**src/rtl/gpio_port_pkg.sv**
```systemverilog
package gpio_port_pkg;

  localparam int unsigned BUS_W   = 32;
  localparam int unsigned HALF_W  = 16;
  localparam int unsigned N_WORDS = 12;

  // Word index = byte offset / 4; the atomic words are decoded by offset.
  typedef enum logic [3:0] {
    SEL_DIR    = 4'd0,
    SEL_KIND   = 4'd1,
    SEL_SPEED  = 4'd2,
    SEL_PULL   = 4'd3,
    SEL_IN     = 4'd4,
    SEL_OUT    = 4'd5,
    SEL_SETCLR = 4'd6,
    SEL_LOCK   = 4'd7,
    SEL_ALT_LO = 4'd8,
    SEL_ALT_HI = 4'd9,
    SEL_CLR    = 4'd10,
    SEL_ASW    = 4'd11
  } reg_sel_e;

  typedef struct packed {
    logic     wr;
    logic     rd;
    reg_sel_e sel;
  } acc_t;

  localparam logic [1:0] DIR_OUTPUT = 2'b01;

endpackage

```
**src/rtl/gpio_port_decode.sv**
```systemverilog
module gpio_port_decode
  import gpio_port_pkg::*;
#(
  parameter int unsigned ADDR_W = 6
) (
  input  logic              valid,
  input  logic              we,
  input  logic [ADDR_W-1:0] addr,
  output acc_t              acc
);
  localparam int unsigned WORD_W = ADDR_W - 2;

  logic [WORD_W-1:0] word;
  logic              hit;

  always_comb begin
    word    = addr[ADDR_W-1:2];
    hit     = valid && (addr[1:0] == 2'b00) && (word < WORD_W'(N_WORDS));
    acc.wr  = hit && we;
    acc.rd  = hit && !we;
    acc.sel = reg_sel_e'(word[3:0]);
  end

endmodule

```
**src/rtl/gpio_port_cfg_reg.sv**
```systemverilog
module gpio_port_cfg_reg #(
  parameter int unsigned W   = 32,
  parameter logic [W-1:0] RST = '0
) (
  input  logic         clk,
  input  logic         rst_n,
  input  logic         wr_en,
  input  logic [W-1:0] wdata,
  output logic [W-1:0] q
);
  logic [W-1:0] q_n;

  always_comb begin
    q_n = q;
    if (wr_en) q_n = wdata;
  end

  always_ff @(posedge clk or negedge rst_n) begin
    if (!rst_n) q <= RST;
    else        q <= q_n;
  end

endmodule

```
**src/rtl/gpio_port_out_data.sv**
```systemverilog
module gpio_port_out_data
  import gpio_port_pkg::*;
#(
  parameter int unsigned NPINS = 16
) (
  input  logic             clk,
  input  logic             rst_n,
  input  logic             wr_full,
  input  logic             wr_setclr,
  input  logic             wr_clr,
  input  logic [BUS_W-1:0] wdata,
  output logic [NPINS-1:0] q
);
  logic [NPINS-1:0] q_n;
  logic [NPINS-1:0] set_bits;
  logic [NPINS-1:0] clr_bits;

  always_comb begin
    set_bits = wdata[NPINS-1:0];
    clr_bits = wdata[HALF_W +: NPINS];
    q_n      = q;
    if (wr_full)        q_n = set_bits;
    else if (wr_setclr) q_n = (q & ~clr_bits) | set_bits;
    else if (wr_clr)    q_n = q & ~set_bits;
  end

  always_ff @(posedge clk or negedge rst_n) begin
    if (!rst_n) q <= '0;
    else        q <= q_n;
  end

  assert_set_wins_R6: assert property (@(posedge clk) disable iff (!rst_n)
    wr_setclr |=> ((q & $past(wdata[NPINS-1:0] & wdata[HALF_W +: NPINS]))
                   == $past(wdata[NPINS-1:0] & wdata[HALF_W +: NPINS])));

  assert_setclr_clear_R5: assert property (@(posedge clk) disable iff (!rst_n)
    wr_setclr |=> ((q & $past(wdata[HALF_W +: NPINS] & ~wdata[NPINS-1:0])) == '0));

  assert_clr_only_R7: assert property (@(posedge clk) disable iff (!rst_n)
    wr_clr |=> ((q & $past(wdata[NPINS-1:0])) == '0));

endmodule

```
**src/rtl/gpio_port_regs.sv**
```systemverilog
module gpio_port_regs
  import gpio_port_pkg::*;
#(
  parameter int unsigned NPINS     = 16,
  parameter int unsigned ADDR_W    = 6,
  parameter logic [31:0] DIR_RST   = 32'hFFFF_FFFF,
  parameter logic [31:0] SPEED_RST = 32'h0000_0000,
  parameter logic [31:0] PULL_RST  = 32'h0000_0000
) (
  input  logic                 clk,
  input  logic                 rst_n,
  input  logic                 bus_valid,
  input  logic                 bus_we,
  input  logic [ADDR_W-1:0]    bus_addr,
  input  logic [31:0]          bus_wdata,
  output logic [31:0]          rd_data,
  input  logic [NPINS-1:0]     pin_in,
  output logic [NPINS-1:0]     out_level,
  output logic [NPINS-1:0]     out_kind,
  output logic [NPINS-1:0]     drive_en,
  output logic [2*NPINS-1:0]   dir_cfg,
  output logic [2*NPINS-1:0]   pull_cfg,
  output logic [2*NPINS-1:0]   speed_cfg
);
  localparam int unsigned FIELD_W = 2 * NPINS;

  acc_t acc;

  logic [FIELD_W-1:0] dir_q, speed_q, pull_q;
  logic [NPINS-1:0]   kind_q, lock_q, asw_q, out_q;
  logic [BUS_W-1:0]   alt_lo_q, alt_hi_q;
  logic [BUS_W-1:0]   rd_q, rd_n, rd_mux;

  gpio_port_decode #(.ADDR_W(ADDR_W)) decode_i (
    .valid (bus_valid),
    .we    (bus_we),
    .addr  (bus_addr),
    .acc   (acc)
  );

  gpio_port_cfg_reg #(.W(FIELD_W), .RST(DIR_RST[FIELD_W-1:0])) dir_i (
    .clk(clk), .rst_n(rst_n), .wr_en(acc.wr && acc.sel == SEL_DIR),
    .wdata(bus_wdata[FIELD_W-1:0]), .q(dir_q));

  gpio_port_cfg_reg #(.W(FIELD_W), .RST(SPEED_RST[FIELD_W-1:0])) speed_i (
    .clk(clk), .rst_n(rst_n), .wr_en(acc.wr && acc.sel == SEL_SPEED),
    .wdata(bus_wdata[FIELD_W-1:0]), .q(speed_q));

  gpio_port_cfg_reg #(.W(FIELD_W), .RST(PULL_RST[FIELD_W-1:0])) pull_i (
    .clk(clk), .rst_n(rst_n), .wr_en(acc.wr && acc.sel == SEL_PULL),
    .wdata(bus_wdata[FIELD_W-1:0]), .q(pull_q));

  gpio_port_cfg_reg #(.W(NPINS), .RST('0)) kind_i (
    .clk(clk), .rst_n(rst_n), .wr_en(acc.wr && acc.sel == SEL_KIND),
    .wdata(bus_wdata[NPINS-1:0]), .q(kind_q));

  gpio_port_cfg_reg #(.W(NPINS), .RST('0)) lock_i (
    .clk(clk), .rst_n(rst_n), .wr_en(acc.wr && acc.sel == SEL_LOCK),
    .wdata(bus_wdata[NPINS-1:0]), .q(lock_q));

  gpio_port_cfg_reg #(.W(NPINS), .RST('0)) asw_i (
    .clk(clk), .rst_n(rst_n), .wr_en(acc.wr && acc.sel == SEL_ASW),
    .wdata(bus_wdata[NPINS-1:0]), .q(asw_q));

  gpio_port_cfg_reg #(.W(BUS_W), .RST('0)) alt_lo_i (
    .clk(clk), .rst_n(rst_n), .wr_en(acc.wr && acc.sel == SEL_ALT_LO),
    .wdata(bus_wdata), .q(alt_lo_q));

  gpio_port_cfg_reg #(.W(BUS_W), .RST('0)) alt_hi_i (
    .clk(clk), .rst_n(rst_n), .wr_en(acc.wr && acc.sel == SEL_ALT_HI),
    .wdata(bus_wdata), .q(alt_hi_q));

  gpio_port_out_data #(.NPINS(NPINS)) out_i (
    .clk       (clk),
    .rst_n     (rst_n),
    .wr_full   (acc.wr && acc.sel == SEL_OUT),
    .wr_setclr (acc.wr && acc.sel == SEL_SETCLR),
    .wr_clr    (acc.wr && acc.sel == SEL_CLR),
    .wdata     (bus_wdata),
    .q         (out_q)
  );

  // Read path: zero-extend narrow registers, atomic words read as zero.
  always_comb begin
    rd_mux = '0;
    unique case (acc.sel)
      SEL_DIR:    rd_mux[FIELD_W-1:0] = dir_q;
      SEL_KIND:   rd_mux[NPINS-1:0]   = kind_q;
      SEL_SPEED:  rd_mux[FIELD_W-1:0] = speed_q;
      SEL_PULL:   rd_mux[FIELD_W-1:0] = pull_q;
      SEL_IN:     rd_mux[NPINS-1:0]   = pin_in;
      SEL_OUT:    rd_mux[NPINS-1:0]   = out_q;
      SEL_LOCK:   rd_mux[NPINS-1:0]   = lock_q;
      SEL_ALT_LO: rd_mux              = alt_lo_q;
      SEL_ALT_HI: rd_mux              = alt_hi_q;
      SEL_ASW:    rd_mux[NPINS-1:0]   = asw_q;
      default:    rd_mux              = '0;
    endcase
  end

  always_comb begin
    rd_n = rd_q;
    if (bus_valid && !bus_we) rd_n = acc.rd ? rd_mux : '0;
  end

  always_ff @(posedge clk or negedge rst_n) begin
    if (!rst_n) rd_q <= '0;
    else        rd_q <= rd_n;
  end

  for (genvar p = 0; p < NPINS; p++) begin : g_pin
    assign drive_en[p] = (dir_q[2*p +: 2] == DIR_OUTPUT);
  end

  assign rd_data   = rd_q;
  assign out_level = out_q;
  assign out_kind  = kind_q;
  assign dir_cfg   = dir_q;
  assign pull_cfg  = pull_q;
  assign speed_cfg = speed_q;

  assert_atomic_read_zero_R8: assert property (@(posedge clk) disable iff (!rst_n)
    (acc.rd && (acc.sel == SEL_SETCLR || acc.sel == SEL_CLR)) |=> (rd_data == '0));

  assert_half_upper_zero_R3: assert property (@(posedge clk) disable iff (!rst_n)
    (acc.rd && (acc.sel == SEL_KIND || acc.sel == SEL_OUT ||
                acc.sel == SEL_LOCK || acc.sel == SEL_ASW)) |=> (rd_data[31:16] == '0));

  assert_in_write_ignored_R4: assert property (@(posedge clk) disable iff (!rst_n)
    (acc.wr && acc.sel == SEL_IN) |=>
      ($stable(out_level) && $stable(dir_cfg) && $stable(out_kind) && $stable(pull_cfg)));

  assert_bad_access_ignored_R10: assert property (@(posedge clk) disable iff (!rst_n)
    (bus_valid && bus_we && !acc.wr) |=>
      ($stable(out_level) && $stable(dir_cfg) && $stable(out_kind) &&
       $stable(pull_cfg) && $stable(speed_cfg)));

  assert_bad_read_zero_R10: assert property (@(posedge clk) disable iff (!rst_n)
    (bus_valid && !bus_we && !acc.rd) |=> (rd_data == '0));

  assert_idle_hold_R2: assert property (@(posedge clk) disable iff (!rst_n)
    !bus_valid |=> $stable(rd_data));

endmodule

```
**config.mk**
```make
export PLATFORM = sky130hd
export DESIGN_NAME = gpio_port_regs
export DESIGN_NICKNAME = d
export VERILOG_FILES = /design/src/rtl/gpio_port_pkg.sv /design/src/rtl/gpio_port_decode.sv /design/src/rtl/gpio_port_cfg_reg.sv /design/src/rtl/gpio_port_out_data.sv /design/src/rtl/gpio_port_regs.sv
export SDC_FILE = /design/constraint.sdc
export NUM_CORES = 1
export LEC_CHECK = 0
export BUFFER_PORTS_ARGS = -buffer_cell sky130_fd_sc_hd__buf_2
export CAP_MARGIN = 20
export CORE_MARGIN = 4
export CORE_UTILIZATION = 33
export CTS_BUF_LIST = sky130_fd_sc_hd__clkbuf_2
export CTS_CLUSTER_SIZE = 40
export DETAILED_ROUTE_END_ITERATION = 10
export PLACE_DENSITY_LB_ADDON = 0.2
export SETUP_SLACK_MARGIN = 0.02
export SKIP_CTS_REPAIR_TIMING = 1
export SYNTH_ARGS = -nofsm -noshare
export SYNTH_HDL_FRONTEND = slang
export SYNTH_SLANG_ARGS = --single-unit
```
**constraint.sdc**
```tcl
create_clock -name clk -period 2.4 [get_ports clk]
set_clock_uncertainty 0.05 [all_clocks]
set_input_delay 0.24 -clock clk [delete_from_list [all_inputs] [get_ports clk]]
set_output_delay 0.24 -clock clk [all_outputs]
set_load 0.01 [all_outputs]
```
==> results.cfg <==
[status]
status = completed

[cts]
max-clock-path-buffers = 3
cts-root-buf = clkbuf_2
clock_latency_ps = 890
cts_tree = built
cts_made_buffers = 73
h-tree-depth = 3
cts_sinks = 256
cts.clk_slew.worst_paths_ps = 100

[power_and_ir_drop]
combinationalPowerShare_pct = 13.8
switchingPower_w = 0.002876
ir_drop_uv = 285.1
p_int_w = 0.006701
p_per_area_nw_per_um2 = 618.8
finalPower_w = 0.009577
p_clk_share_pct = 35.2
swShare_pct = 30.03
power.leakage_nw = 7.981
seq_power_share_pct = 51.1

[finish]
layout-drive-gt1-share_pct = 43.91
final_common_cell = buf_2
num-nets-final = 1340
multiInputGateArea_um2 = 5430
final_cell_mix = buf_2 (231), dfrtp_1 (224), clkbuf_2 (114)
area_growth_pct = 25.62
regArea_um2 = 6446
nFillCells = 3582

[yosys]
ys_warn_count = 0
ys_seq_elements = 256
synth_ff_type = dfrtp_1
synth_seq_area_share_pct = 52.32
ys_types = 61
synth_nets = 1015
synth_cells = 957
syn-cell-area_um2 = 12320
syn_avg_cell_area_um2 = 12.87
synth_edf_count = 0
synthArstFlopShare_pct = 100.0

[global_route]
antenna_found_initial = 1
grt.overflow.total = 0
grt_pass1_vias = 9813
grt_max_degree = 83
grt_pass1_wl_mm = 64.07
grt_usage_pct = 20.43

[sta]
max-slew-margin-rel_pct = 45.19
drv_slew = 0
tightest_slew_ps = 822.1
period_minus_slack_ps = 2152
fin_crit_sh_pct = 89.67
setup_violations = 0
rsz0062_at_grt = false
hold_viol = 0
fin_tns_setup_ps = 0
max_freq_mhz = 464.6

[hold_path]
hp-class = input port to flip-flop

[drt]
drt-wirelength-per-cell_um = 23.50
ant_nets = 0
wl_mm = 42.48
vias = 9504
drt_iter0_drc = 503
drc = 0
dr.pass1.iters = 7
vias_per_cell = 5.257

[die]
core_um2 = 36700
die_w_um = 201.2
die-area_um2 = 40490
start_util_pct = 33.57
pin_count = 234
row_count = 70
die_height_um = 201.2

[job]
maxCapViolations = 0

[critical_path]
r2r_end = rd_data[4]$_DFFE_PN0P_
crit_type = flip-flop to output pin
reg2reg_depth = 4
critical_path_peak_fanout = 4
cp.required_ps = 2110
endpoint = drive_en[6]
r2r_start = kind_i.q[4]$_DFFE_PN0P_
crit_arrival_ps = 1860
path_cells = nor2b_1 > buf_2
end_kind = output pin
cp-start-kind = flip-flop
critPathBufInv = 1
r2r_setup_slack_ps = 950
path_delay_family = flip-flops
startpoint = dir_i.q[12]$_DFFE_PN1P_
slowest_stage = dfstp_2
critical_path_cell_count = 2
slowest_delay_ps = 600

[placed_design]
place.gp.congestion = 0.7983
hpwl_mm = 29.78
io_buffer_count = 233
-- worst min-delay path by stage --
stage / slack, ps / endpoint / from / cells after the start
6_report: 40 / rd_data[4]$_DFFE_PN0P_ / pin_in[4] / 5
5_1_grt: 6 / rd_data[4]$_DFFE_PN0P_ / pin_in[4] / 5
4_1_cts: -720 / lock_i.q[2]$_DFFE_PN0P_ / rst_n / 1
3_5_place_dp: 250 / pull_i.q[24]$_DFFE_PN0P_ / rst_n / 1
3_3_place_gp: 250 / pull_i.q[24]$_DFFE_PN0P_ / rst_n / 1
2_1_floorplan: -110 / alt_hi_i.q[0]$_DFFE_PN0P_ / rst_n / 0
-- state kept, by name, summed over array words and instances (netlist names) --
| name | cells |
|---|---|
| alt_hi_i.q | 32 |
| alt_lo_i.q | 32 |
| dir_i.q | 32 |
| pull_i.q | 32 |
| rd_data | 32 |
| speed_i.q | 32 |
| asw_i.q | 16 |
| kind_i.q | 16 |
| lock_i.q | 16 |
| out_i.q | 16 |
-- power by group through the flow --
stage | registers, W | clock network (W) | logic [W]
after global routing | 0.00493 | 0.00376 | 0.00144
final | 0.00489 | 0.00337 | 0.00132
after CTS | 0.00489 | 0.00350 | 0.00128
after global placement | 0.00497 | 0 | 0.00126
after floorplan | 0.00496 | 0 | 0.000574
after detailed placement | 0.00497 | 0 | 0.00127
-- logic make-up after synthesis --
group                    count (synthesis)  share of synthesized area, %
AO/OA/AOI/OAI                          174                         10.82
XOR/XNOR                                 1                       0.07110
adder cells (fa/ha/maj)                  1                       0.08125
buffers and inverters                   95                         3.981
flip-flops                             256                         52.32
multiplexers                           250                         23.35
AND/OR/NAND/NOR                        180                         9.384
-- stage by stage --
| stage | hold slack, ps | util [%] | instance area [um^2] | setup WS, ps | cells |
|---|---|---|---|---|---|
| after floorplan | -105.6 | - | 12320 | 682.4 | 957 |
| after global placement | 251.2 | 38.80 | 14240 | 155.7 | 1621 |
| after detailed placement | 248.1 | 38.80 | 14240 | 163.0 | 1621 |
| after CTS | -725.0 | 40.70 | 14930 | 115.1 | 1753 |
| after global routing | 6.191 | 42.18 | 15480 | 123.4 | 1808 |
| final | 39.45 | 42.18 | 15480 | 247.8 | 1808 |
-- cell type report --
cell class	count	area share, %
Antenna cell	1	0.01617
Clock buffer	114	3.686
Clock inverter	18	0.8003
Inverter	3	0.07276
Multi-Input combinational cell	606	35.08
Sequential cell	256	41.65
Tap cell	468	3.783
Timing Repair Buffer	342	14.91
-- cell usage after synthesis, types with 17 or more instances --
| cell | instances | area, um^2 |
|---|---|---|
| dfrtp_1 | 224 | 5605 |
| mux2_2 | 98 | 1104 |
| mux2_1 | 81 | 912.1 |
| a22o_1 | 44 | 385.4 |
| mux2i_1 | 41 | 410.4 |
| nand2_1 | 37 | 138.9 |
| a21oi_1 | 33 | 165.2 |
| buf_2 | 32 | 160.2 |
| dfstp_2 | 32 | 840.8 |
| nand3b_1 | 31 | 232.7 |
| mux2_4 | 30 | 450.4 |
| clkbuf_1 | 25 | 93.84 |
| nand3_1 | 22 | 110.1 |
| buf_1 | 17 | 63.81 |
-- routing by layer --
metal | wire length, um | track usage (%) | part of all wire, % | up-vias
met5 | 0 | 0 | 0 | -
met4 | 605 | 4.980 | 1.4 | 0
met3 | 1944 | 4.400 | 4.6 | 48
met2 | 21140 | 34.16 | 50 | 264
met1 | 18790 | 27.27 | 44 | 4897
li1 | - | - | - | 4295
-- worst reg2reg max path, stage by stage, from the launching register on --
cell,delay (ps)
dfrtp_1,420
or3b_2,460
a21oi_1,210
nor3_1,70
o211ai_1,170
No activity file was read; power rests on OpenSTA's default activity.
